File: src/rtl/bwr_pkg.sv
package bwr_pkg;
  typedef enum logic [1:0] {
    ACC_IDLE  = 2'b00,
    ACC_WRITE = 2'b01,
    ACC_READ  = 2'b10,
    ACC_CLASH = 2'b11
  } acc_kind_t;

  function automatic acc_kind_t classify(input logic wr, input logic rd);
    return acc_kind_t'({rd, wr});
  endfunction
endpackage

File: src/rtl/bwr_store.sv
module bwr_store #(
  parameter int DATA_W = 8
) (
  input  logic              clk,
  input  logic              rst,
  input  logic              wr_en,
  input  logic [DATA_W-1:0] bus_in,
  output logic [DATA_W-1:0] word_q
);
  always_ff @(posedge clk) begin
    if (rst)        word_q <= '0;
    else if (wr_en) word_q <= bus_in;
  end
endmodule

File: src/rtl/bwr_read_port.sv
module bwr_read_port
  import bwr_pkg::*;
#(
  parameter int DATA_W       = 8,
  parameter bit READ_CLOCKED = 1'b0
) (
  input  logic              clk,
  input  logic              rst,
  input  acc_kind_t         kind,
  input  logic [DATA_W-1:0] word_q,
  output logic [DATA_W-1:0] rd_data
);
  logic read_ok;
  assign read_ok = (kind == ACC_READ);

  generate
    if (READ_CLOCKED) begin : g_clocked
      logic [DATA_W-1:0] rd_q;
      always_ff @(posedge clk) begin
        if (rst)          rd_q <= '0;
        else if (read_ok) rd_q <= word_q;
      end
      assign rd_data = rd_q;
    end else begin : g_comb
      // The clock and reset are unused in this form, so they are folded in here.
      logic unused_in;
      assign unused_in = clk ^ rst;
      assign rd_data = read_ok ? word_q : '0;
    end
  endgenerate
endmodule

File: src/rtl/bwr_guard.sv
module bwr_guard
  import bwr_pkg::*;
(
  input  logic      clk,
  input  logic      rst,
  input  acc_kind_t kind,
  output logic      clash_q
);
  always_ff @(posedge clk) begin
    if (rst) clash_q <= 1'b0;
    else     clash_q <= (kind == ACC_CLASH);
  end
endmodule

File: src/rtl/bus_word_reg.sv
module bus_word_reg
  import bwr_pkg::*;
#(
  parameter int DATA_W       = 8,
  parameter bit READ_CLOCKED = 1'b0
) (
  input  logic              clk,
  input  logic              rst,
  input  logic              wr_en,
  input  logic              rd_en,
  input  logic [DATA_W-1:0] bus_in,
  output logic [DATA_W-1:0] bus_out,
  output logic [DATA_W-1:0] peek,
  output logic              clash
);
  acc_kind_t         kind;
  logic [DATA_W-1:0] word_q;

  assign kind = classify(wr_en, rd_en);
  assign peek = word_q;

  bwr_store #(.DATA_W(DATA_W)) u_store (
    .clk(clk), .rst(rst), .wr_en(wr_en), .bus_in(bus_in), .word_q(word_q)
  );

  bwr_read_port #(.DATA_W(DATA_W), .READ_CLOCKED(READ_CLOCKED)) u_rd (
    .clk(clk), .rst(rst), .kind(kind), .word_q(word_q), .rd_data(bus_out)
  );

  bwr_guard u_guard (
    .clk(clk), .rst(rst), .kind(kind), .clash_q(clash)
  );
endmodule

File: config.mk
export PLATFORM = sky130hd
export DESIGN_NAME = bus_word_reg
export DESIGN_NICKNAME = d
export VERILOG_FILES = /design/src/rtl/bwr_pkg.sv /design/src/rtl/bwr_store.sv /design/src/rtl/bwr_read_port.sv /design/src/rtl/bwr_guard.sv /design/src/rtl/bus_word_reg.sv
export SDC_FILE = /design/constraint.sdc
export NUM_CORES = 1
export LEC_CHECK = 0
export ABC_AREA = 0
export BUFFER_PORTS_ARGS = -buffer_cell sky130_fd_sc_hd__buf_2
export CELL_PAD_IN_SITES_DETAIL_PLACEMENT = 2
export CELL_PAD_IN_SITES_GLOBAL_PLACEMENT = 2
export CORE_MARGIN = 10
export CORE_UTILIZATION = 20
export DETAILED_ROUTE_END_ITERATION = 8
export GPL_TIMING_DRIVEN = 0
export PLACE_DENSITY = 0.7
export SETUP_SLACK_MARGIN = 0.05
export SYNTH_ARGS = -nofsm -noshare
export SYNTH_HDL_FRONTEND = slang
export SYNTH_SLANG_ARGS = --single-unit
File: constraint.sdc
create_clock -name clk -period 0.8 [get_ports clk]
set_input_delay 0.08 -clock clk [delete_from_list [all_inputs] [get_ports clk]]
set_output_delay 0.08 -clock clk [all_outputs]
set_load 0.03 [all_outputs]
* Word level (Yosys, flattened, before mapping) *
Cells that the tools add are included.

operators by class
  multiplexer cells = 1
  equality and inequality tests = 2

operators by type and width
  cell                count
  $mux 8              1
  $eq 2x2->1 const B  2

word-level totals
  bits in registers = 9
  word-level logic and storage cells = 5
  input port bits = 12

* Logic depth before layout (Yosys ltp) *
Gate-level depths: netlist of the first run.

  depth in word-level cells = 2
  gate-level depth with buffers = 4

* Modules after synthesis *
A second synthesis of the first run with hierarchy kept.

unflattened totals
  cell total of the unflattened synthesis = 36
  area, all modules = 384.1 um^2

modules (own cells, without submodules)
  module         cells each  seq. area each (um^2)  area an instance (um^2)  times used
  bwr_store      26          160.2                  285.3                    1
  bwr_read_port  8           0.0                    70.1                     1
  bwr_guard      2           20.0                   28.8                     1

* Worst setup path before layout of the first run *
No wires, ideal clock.

  kind = register to output
  start = reg u_store.word_q[0]
  end = out bus_out[0]
  required time = 0.720 ns
  cell stages (with the launch flop) = 2
  arrival time = 0.880 ns
  setup slack = -0.160 ns
  cells stage by stage = dfxtp_1 -> and3b_1

on the way
  word-level cells in the longest chain between the ends = 1

RTL lines
  what                      line                 RTL
  start: declaration        bwr_store.sv:8       output logic [DATA_W-1:0] word_q
  start signal: assignment  bwr_store.sv:12      else if (wr_en) word_q <= bus_in;
  $mux 8                    bwr_read_port.sv:28  assign rd_data = read_ok ? word_q : '0;
  end: declaration          bus_word_reg.sv:12   output logic [DATA_W-1:0] bus_out,

No other way between the ends.

* Final worst setup path of the first run *
Same ends and word-level chain as after synthesis.

==> impl_results.md, run 1 <==
* Place WS at -0.0582 ns
* Design area at 820 µm²
* CTS buffer count at 3
* DRT iter0 DRCs at 1
* FP Rows at 16
* Relative slew slack at 0.721
* Syn_nets at 50
* N_diodes at 0
* CTS clock-pin slew for the worst setup and hold paths at 0.07 ns
* Gr ovfl total at 0
* DR vias at 425
* Largest net degree at the start of global routing at 11
* Hold Vio Cnt, Final at 0
* IO Count at 29
* GRT Util Overall at 0.0752
* Async SR Flop Fraction at 0
* Cell count after synthesis at 38
* Sequential area share after synthesis at 0.447
* DRC viols at 0
* Maximum root-to-sink buffer count at 2
* Outcome: complete, but fails checks
* Post-synth EDFFs at 0
* Worst hold path endpoint: u_store.word_q[0]
* GPL Wtd Cong at 0.580
* P_int at 0.000822 W
* Final setup fails at 18
* Total clock sinks at 9
* Ys flop type: dfxtp_1
* Fmax at 969 MHz
* Failing checks: setup timing
* Avg WL per Cell at 16.1 µm
* Worst Skew at 0 ns
* WS Path Type: reg2out
* Core box area at 1940 µm²
* Routed Antenna Nets at 0
* Reg power frac at 0.415
* Worst Min Path Start: bus_in[0]
* Die Height at 64.9 µm
* CP required at 0.72 ns
* LEAKAGE at 0.414 nW
* Setup ws final at -0.232 ns
* Starting Density at 0.207
* Root Driver: clkbuf_4
* Global-route wire length before repair at 2.51 mm
* Length of the first detailed-routing pass in iterations at 2
* Nets at 89
* Crit. End Element: output pin
* Clk_lat worst skew at 0.26 ns
* Sw Ratio at 0.294
* Post-Route WL at 1.65 mm
* Post-synth cell types at 9
* Logic pwr share at 0.277
* Synth Register Bits at 9
* Die X at 64.9 µm
* Yosys synthesis warning count at 0
* Top-area cell type share of the netlist area at 0.447
* Critical R2R Launch: u_store.word_q[5]
* H-tree Lvls at 1
* CTS tree: built
* Slew Limit Fails at 0
* Post-layout util at 0.422
* Sw power at 0.000343 W
* Hold Path Stages at 3
* MaxCap Viol Count at 0
* RR Endpoint: u_store.word_q[5]
* Die Area at 4210 µm²
* # port buffers at 26
* VDD IR max at 509 µV
* RSZ-0062 raised after global routing: true
* CP Launch Type: flip-flop
* Synth top cells by count: 9 x dfxtp_1, 9 x nor2_1, 8 x mux2i_1
* Mapped cell area at 403 µm²
* Fin crit share at 1.29
* WP data arrival at 0.95 ns
* Initial antenna violation count at 0
* Syn_area_per_cell at 10.6 µm²
* Layout cells sized above 1 at 0.750
* Vias/cell at 4.13
* Vias in the first global route at 481
* R2R setup slack at -0.04 ns
* Yosys top cell by area: dfxtp_1
* Fin crit period at 1.03 ns
* Synth area leaders: dfxtp_1 45%, mux2i_1 20%, and3b_2 9.9%
* Worst Hold Class: in2reg
* Detail Placement HPWL at 1.09 mm
* Clock network fraction of total power at 0.308
* Power density over the cells at 1420 nW/µm²
* Area Overhead vs Synth at 103%
* FF-to-FF path depth at 4
* Worst Path Max Fanout at 2
* Worst-Margin Slew at 0.418 ns
* Area after DPL at 602 µm²
[state kept, by name (all words and copies together) (netlist names)]
name,cells
u_store.word_q,8
u_guard.clash_q,1
[repair_timing]
item | in CTS | in global routing
pin swaps | 3 | 0
hold buffers | 0 | 0
gates resized for setup | 36 | 5
gates cloned | 0 | 0
setup buffers | 4 | 4
setup endpoints to repair | 17 | 21
endpoints found under the hold margin | 0 | 0
[metrics by stage]
step	power [W]	hold slack, ns	std cells	setup TNS [ns]
after floorplan	0.000637	0.200	38	0
after global placement	0.000713	0.311	91	-0.332
after global routing	0.00123	0.0767	103	-3.32
after detailed placement	0.000718	0.327	91	-0.356
after CTS	0.00116	0.0500	99	-2.60
final	0.00116	0.0560	103	-2.77
[cell usage in the layout, fill, tap and decap left out]
master and count:
buf_6 24, buf_2 10, nor2_1 9, and3b_2 8, dfxtp_4 8, mux2i_1 7, clkbuf_4 3, buf_8 1
buf_1 1, mux2i_2 1, nand2_1 1, clkbuf_1 1, buf_4 1, dfxtp_2 1
[worst max-delay path: stages (launching register included)]
cell and delay (ns):
dfxtp_4 0.34, and3b_2 0.21, buf_6 0.14
[layout make-up]
type                    instances  area [µm²]
clock buffers                   4        26.3
repair buffers                 34         317
multi-input cells              26         201
fillers                       217        1120
well taps                      27        33.8
plain buffers                   3        30.0
flip-flops and latches          9         211
[logic make-up after synthesis]
logic type	share of synthesized area
and+or+nand+nor	0.279
DFF	0.447
muxes	0.199
buffers and inverters	0.0745
[worst max path at each step]
stage | start | to | slack (ns) | cells past startpoint
final | u_store.word_q[0] | bus_out[0] | -0.23 | 2
after global routing | u_store.word_q[3] | bus_out[3] | -0.26 | 2
after CTS | u_store.word_q[0] | bus_out[0] | -0.24 | 2
after detailed placement | wr_en | bus_out[0] | -0.06 | 4
after global placement | wr_en | bus_out[2] | -0.05 | 4
after floorplan | u_store.word_q[0] | bus_out[0] | 0.05 | 1
[power by group through the flow]
| stage | Clock (W) | Sequential, W | Combinational, W |
|---|---|---|---|
| floorplan | 0 | 0.000541 | 0.0000961 |
| global placement | 0 | 0.000489 | 0.000224 |
| detailed placement | 0 | 0.000490 | 0.000228 |
| CTS | 0.000384 | 0.000482 | 0.000295 |
| global route | 0.000393 | 0.000486 | 0.000347 |
| finish | 0.000359 | 0.000483 | 0.000323 |
[per-layer routing]
| metal | up-vias | track usage | share of wire |
|---|---|---|---|
| li1 | 204 | - | - |
| met1 | 200 | 0.0829 | 0.39 |
| met2 | 19 | 0.121 | 0.52 |
| met3 | 2 | 0.0412 | 0.083 |
| met4 | 0 | 0.0241 | 0.0073 |
| met5 | - | 0 | 0 |
Power figures use the tool's default switching activity.
==> inputs of run 2 (changes only) <==
--- a/config.mk
+++ b/config.mk
@@ -20 +20,2 @@
 export SYNTH_SLANG_ARGS = --single-unit
+export TNS_END_PERCENT = 30
==> constraint.sdc (replaced) <==
create_clock -name clk -period 0.8 [get_ports clk]
set_input_delay 0.16 -clock clk [delete_from_list [all_inputs] [get_ports clk]]
set_output_delay 0.16 -clock clk [all_outputs]
set_load 0.03 [all_outputs]
==> impl_results.md, run 2 (synthesized netlist as in run 1, its figures left out) <==
* Vias/cell at 4.11 (-0.42%)
* DRT iter0 DRCs at 0 (-1)
* # port buffers at 26 (unchanged)
* Worst Path Max Fanout at 3 (+1)
* Post-CTS Hold Buffers at 0 (unchanged)
* Worst-Margin Slew at 0.414 ns (-0.00378 ns)
* FP Rows at 16 (unchanged)
* Worst Skew at 0 ns (unchanged)
* Hold Vio Cnt, Final at 0 (unchanged)
* Layout cells sized above 1 at 0.730 (-0.0203)
* Critical Path Start: u_store.word_q[4]
* Gr ovfl total at 0 (unchanged)
* Largest register FFs at 8 (unchanged)
* Power density over the cells at 1490 nW/µm² (+4.8%)
* Core box area at 1940 µm² (unchanged)
* RR Endpoint: u_store.word_q[0]
* Maximum root-to-sink buffer count at 2 (unchanged)
* Fin crit period at 1.09 ns (+0.0549 ns)
* Fin crit share at 1.36 (+0.0687)
* Length of the first detailed-routing pass in iterations at 1 (-1)
* CP required at 0.64 ns (-0.08 ns)
* Crit. End Element: output pin
* DRC viols at 0 (unchanged)
* H-tree Lvls at 1 (unchanged)
* Total clock sinks at 9 (unchanged)
* Biggest register: u_store.word_q
* Detail Placement HPWL at 1.10 mm (+1.6%)
* Outcome: complete, but fails checks
* Die X at 64.9 µm (unchanged)
* CTS tree: built
* N_diodes at 0 (unchanged)
* Critical R2R Launch: u_store.word_q[0]
* Hold Path Stages at 3 (unchanged)
* Biggest registers after layout: u_store.word_q: 8 flops, u_guard.clash_q: 1 flops
* GPL Wtd Cong at 0.641 (+11%)
* Commonest non-fill, non-tap cell in the layout: buf_6
* RSZ-0062 raised after global routing: true
* FF-to-FF path depth at 3 (-1)
* Die Height at 64.9 µm (unchanged)
* Largest net degree at the start of global routing at 11 (unchanged)
* Post-layout util at 0.400 (-0.0219)
* Relative slew slack at 0.724 (+0.00252)
* Avg WL per Cell at 14.9 µm (-7.3%)
* Nets at 87 (-2.2%)
* VDD IR max at 775 µV (+52%)
* Starting Density at 0.207 (unchanged)
* R2R setup slack at 0.04 ns (+0.08 ns)
* Register area at 191 µm² (-9.5%)
* CTS clock-pin slew for the worst setup and hold paths at 0.06 ns (about the same)
* Post-Route WL at 1.50 mm (-9.1%)
* Most frequent cells in the layout: 19 x buf_6, 9 x nor2_1, 9 x buf_2, 9 x dfxtp_2
* Fmax at 920 MHz (-5.1%)
* GRT Util Overall at 0.0721 (-0.00307)
* WS Path Type: reg2out
* LEAKAGE at 0.404 nW (-2.6%)
* Initial antenna violation count at 0 (unchanged)
* Place WS at -0.201 ns (-0.142 ns)
* Failing checks: setup timing
* CP Capture Point: bus_out[4]
* MaxCap Viol Count at 0 (unchanged)
* Die Area at 4210 µm² (unchanged)
* Slew Limit Fails at 0 (unchanged)
* DR vias at 415 (-2.4%)
* Root Driver: clkbuf_4
* Multi-input logic area at 198 µm² (-1.9%)
* Clk_lat worst skew at 0.25 ns (about the same)
* Vias in the first global route at 464 (-3.5%)
* IO Count at 29 (unchanged)
* WP data arrival at 0.93 ns (-0.02 ns)
* CP Launch Type: flip-flop
* Final setup fails at 17 (-1)
* Area Overhead vs Synth at 92.9%
* CTS buffer count at 3 (unchanged)
* Global-route wire length before repair at 2.33 mm (-7.1%)
* Worst Hold Class: in2reg
* Routed Antenna Nets at 0 (unchanged)
* Setup ws final at -0.287 ns (-0.0549 ns)
* Filler cell count at 223 (+2.8%)
-- run 2: changes by cell type in the layout (fill, tap and decap cells not counted) --
cell,previous run,this run
buf_2,10,9
mux2i_2,1,0
buf_12,0,1
dfxtp_2,1,9
buf_4,1,4
dfxtp_4,8,0
mux2i_1,7,8
buf_6,24,19
-- run 2: layer usage --
metal	global-route usage	part of all wire
met1	0.0724	0.38
met2	0.117	0.54
met3	0.0395	0.077
met4	0.0401	0.0066
met5	0	0
-- run 2: worst max-delay path: stages (launching register included) --
cell and delay, ns:
dfxtp_2 0.33, and3b_2 0.21, buf_6 0.13
-- run 2: final cells by class --
class                   count  share of cell area
well taps                  27              0.0435
repair buffers             32               0.372
clock buffers               4              0.0338
multi-input cells          26               0.254
plain buffers               3              0.0499
flip-flops and latches      9               0.246
-- run 2: power breakdown --
part / total [W] / leakage, nW / switching (W) / internal [W]
Combinational: 0.000305 / 0.311 / 0.000150 / 0.000155
Sequential: 0.000497 / 0.0775 / 0.0000178 / 0.000479
Clock: 0.000354 / 0.0150 / 0.000162 / 0.000192
Total: 0.00116 / 0.404 / 0.000330 / 0.000827
-- run 2: worst min-delay path by stage --
stage	endpoint	startpoint	slack (ns)
6_report	u_store.word_q[4]	bus_in[4]	0.14
5_1_grt	u_store.word_q[1]	bus_in[1]	0.14
3_5_place_dp	u_store.word_q[4]	bus_in[4]	0.41
2_1_floorplan	u_guard.clash_q	rd_en	0.28
4_1_cts	u_store.word_q[4]	bus_in[4]	0.14
3_3_place_gp	u_store.word_q[3]	bus_in[3]	0.39
-- run 2: stage by stage --
step | instances | area (µm²) | setup TNS (ns) | hold WS [ns] | power, W
2_1_floorplan | 38 | 427 | -0.614 | 0.280 | 0.000656
3_3_place_gp | 91 | 591 | -1.48 | 0.395 | 0.000732
3_5_place_dp | 91 | 591 | -1.51 | 0.409 | 0.000739
4_1_cts | 97 | 716 | -3.29 | 0.138 | 0.00114
5_1_grt | 101 | 777 | -4.13 | 0.143 | 0.00124
6_report | 101 | 777 | -3.33 | 0.141 | 0.00116
-- run 2: what timing repair did --
action / 4_1_cts / 5_1_grt
pin swaps: 0 / 0
buffers inserted: 2 / 4
gates resized for setup: 28 / 10
setup endpoints to repair: 17 / 19
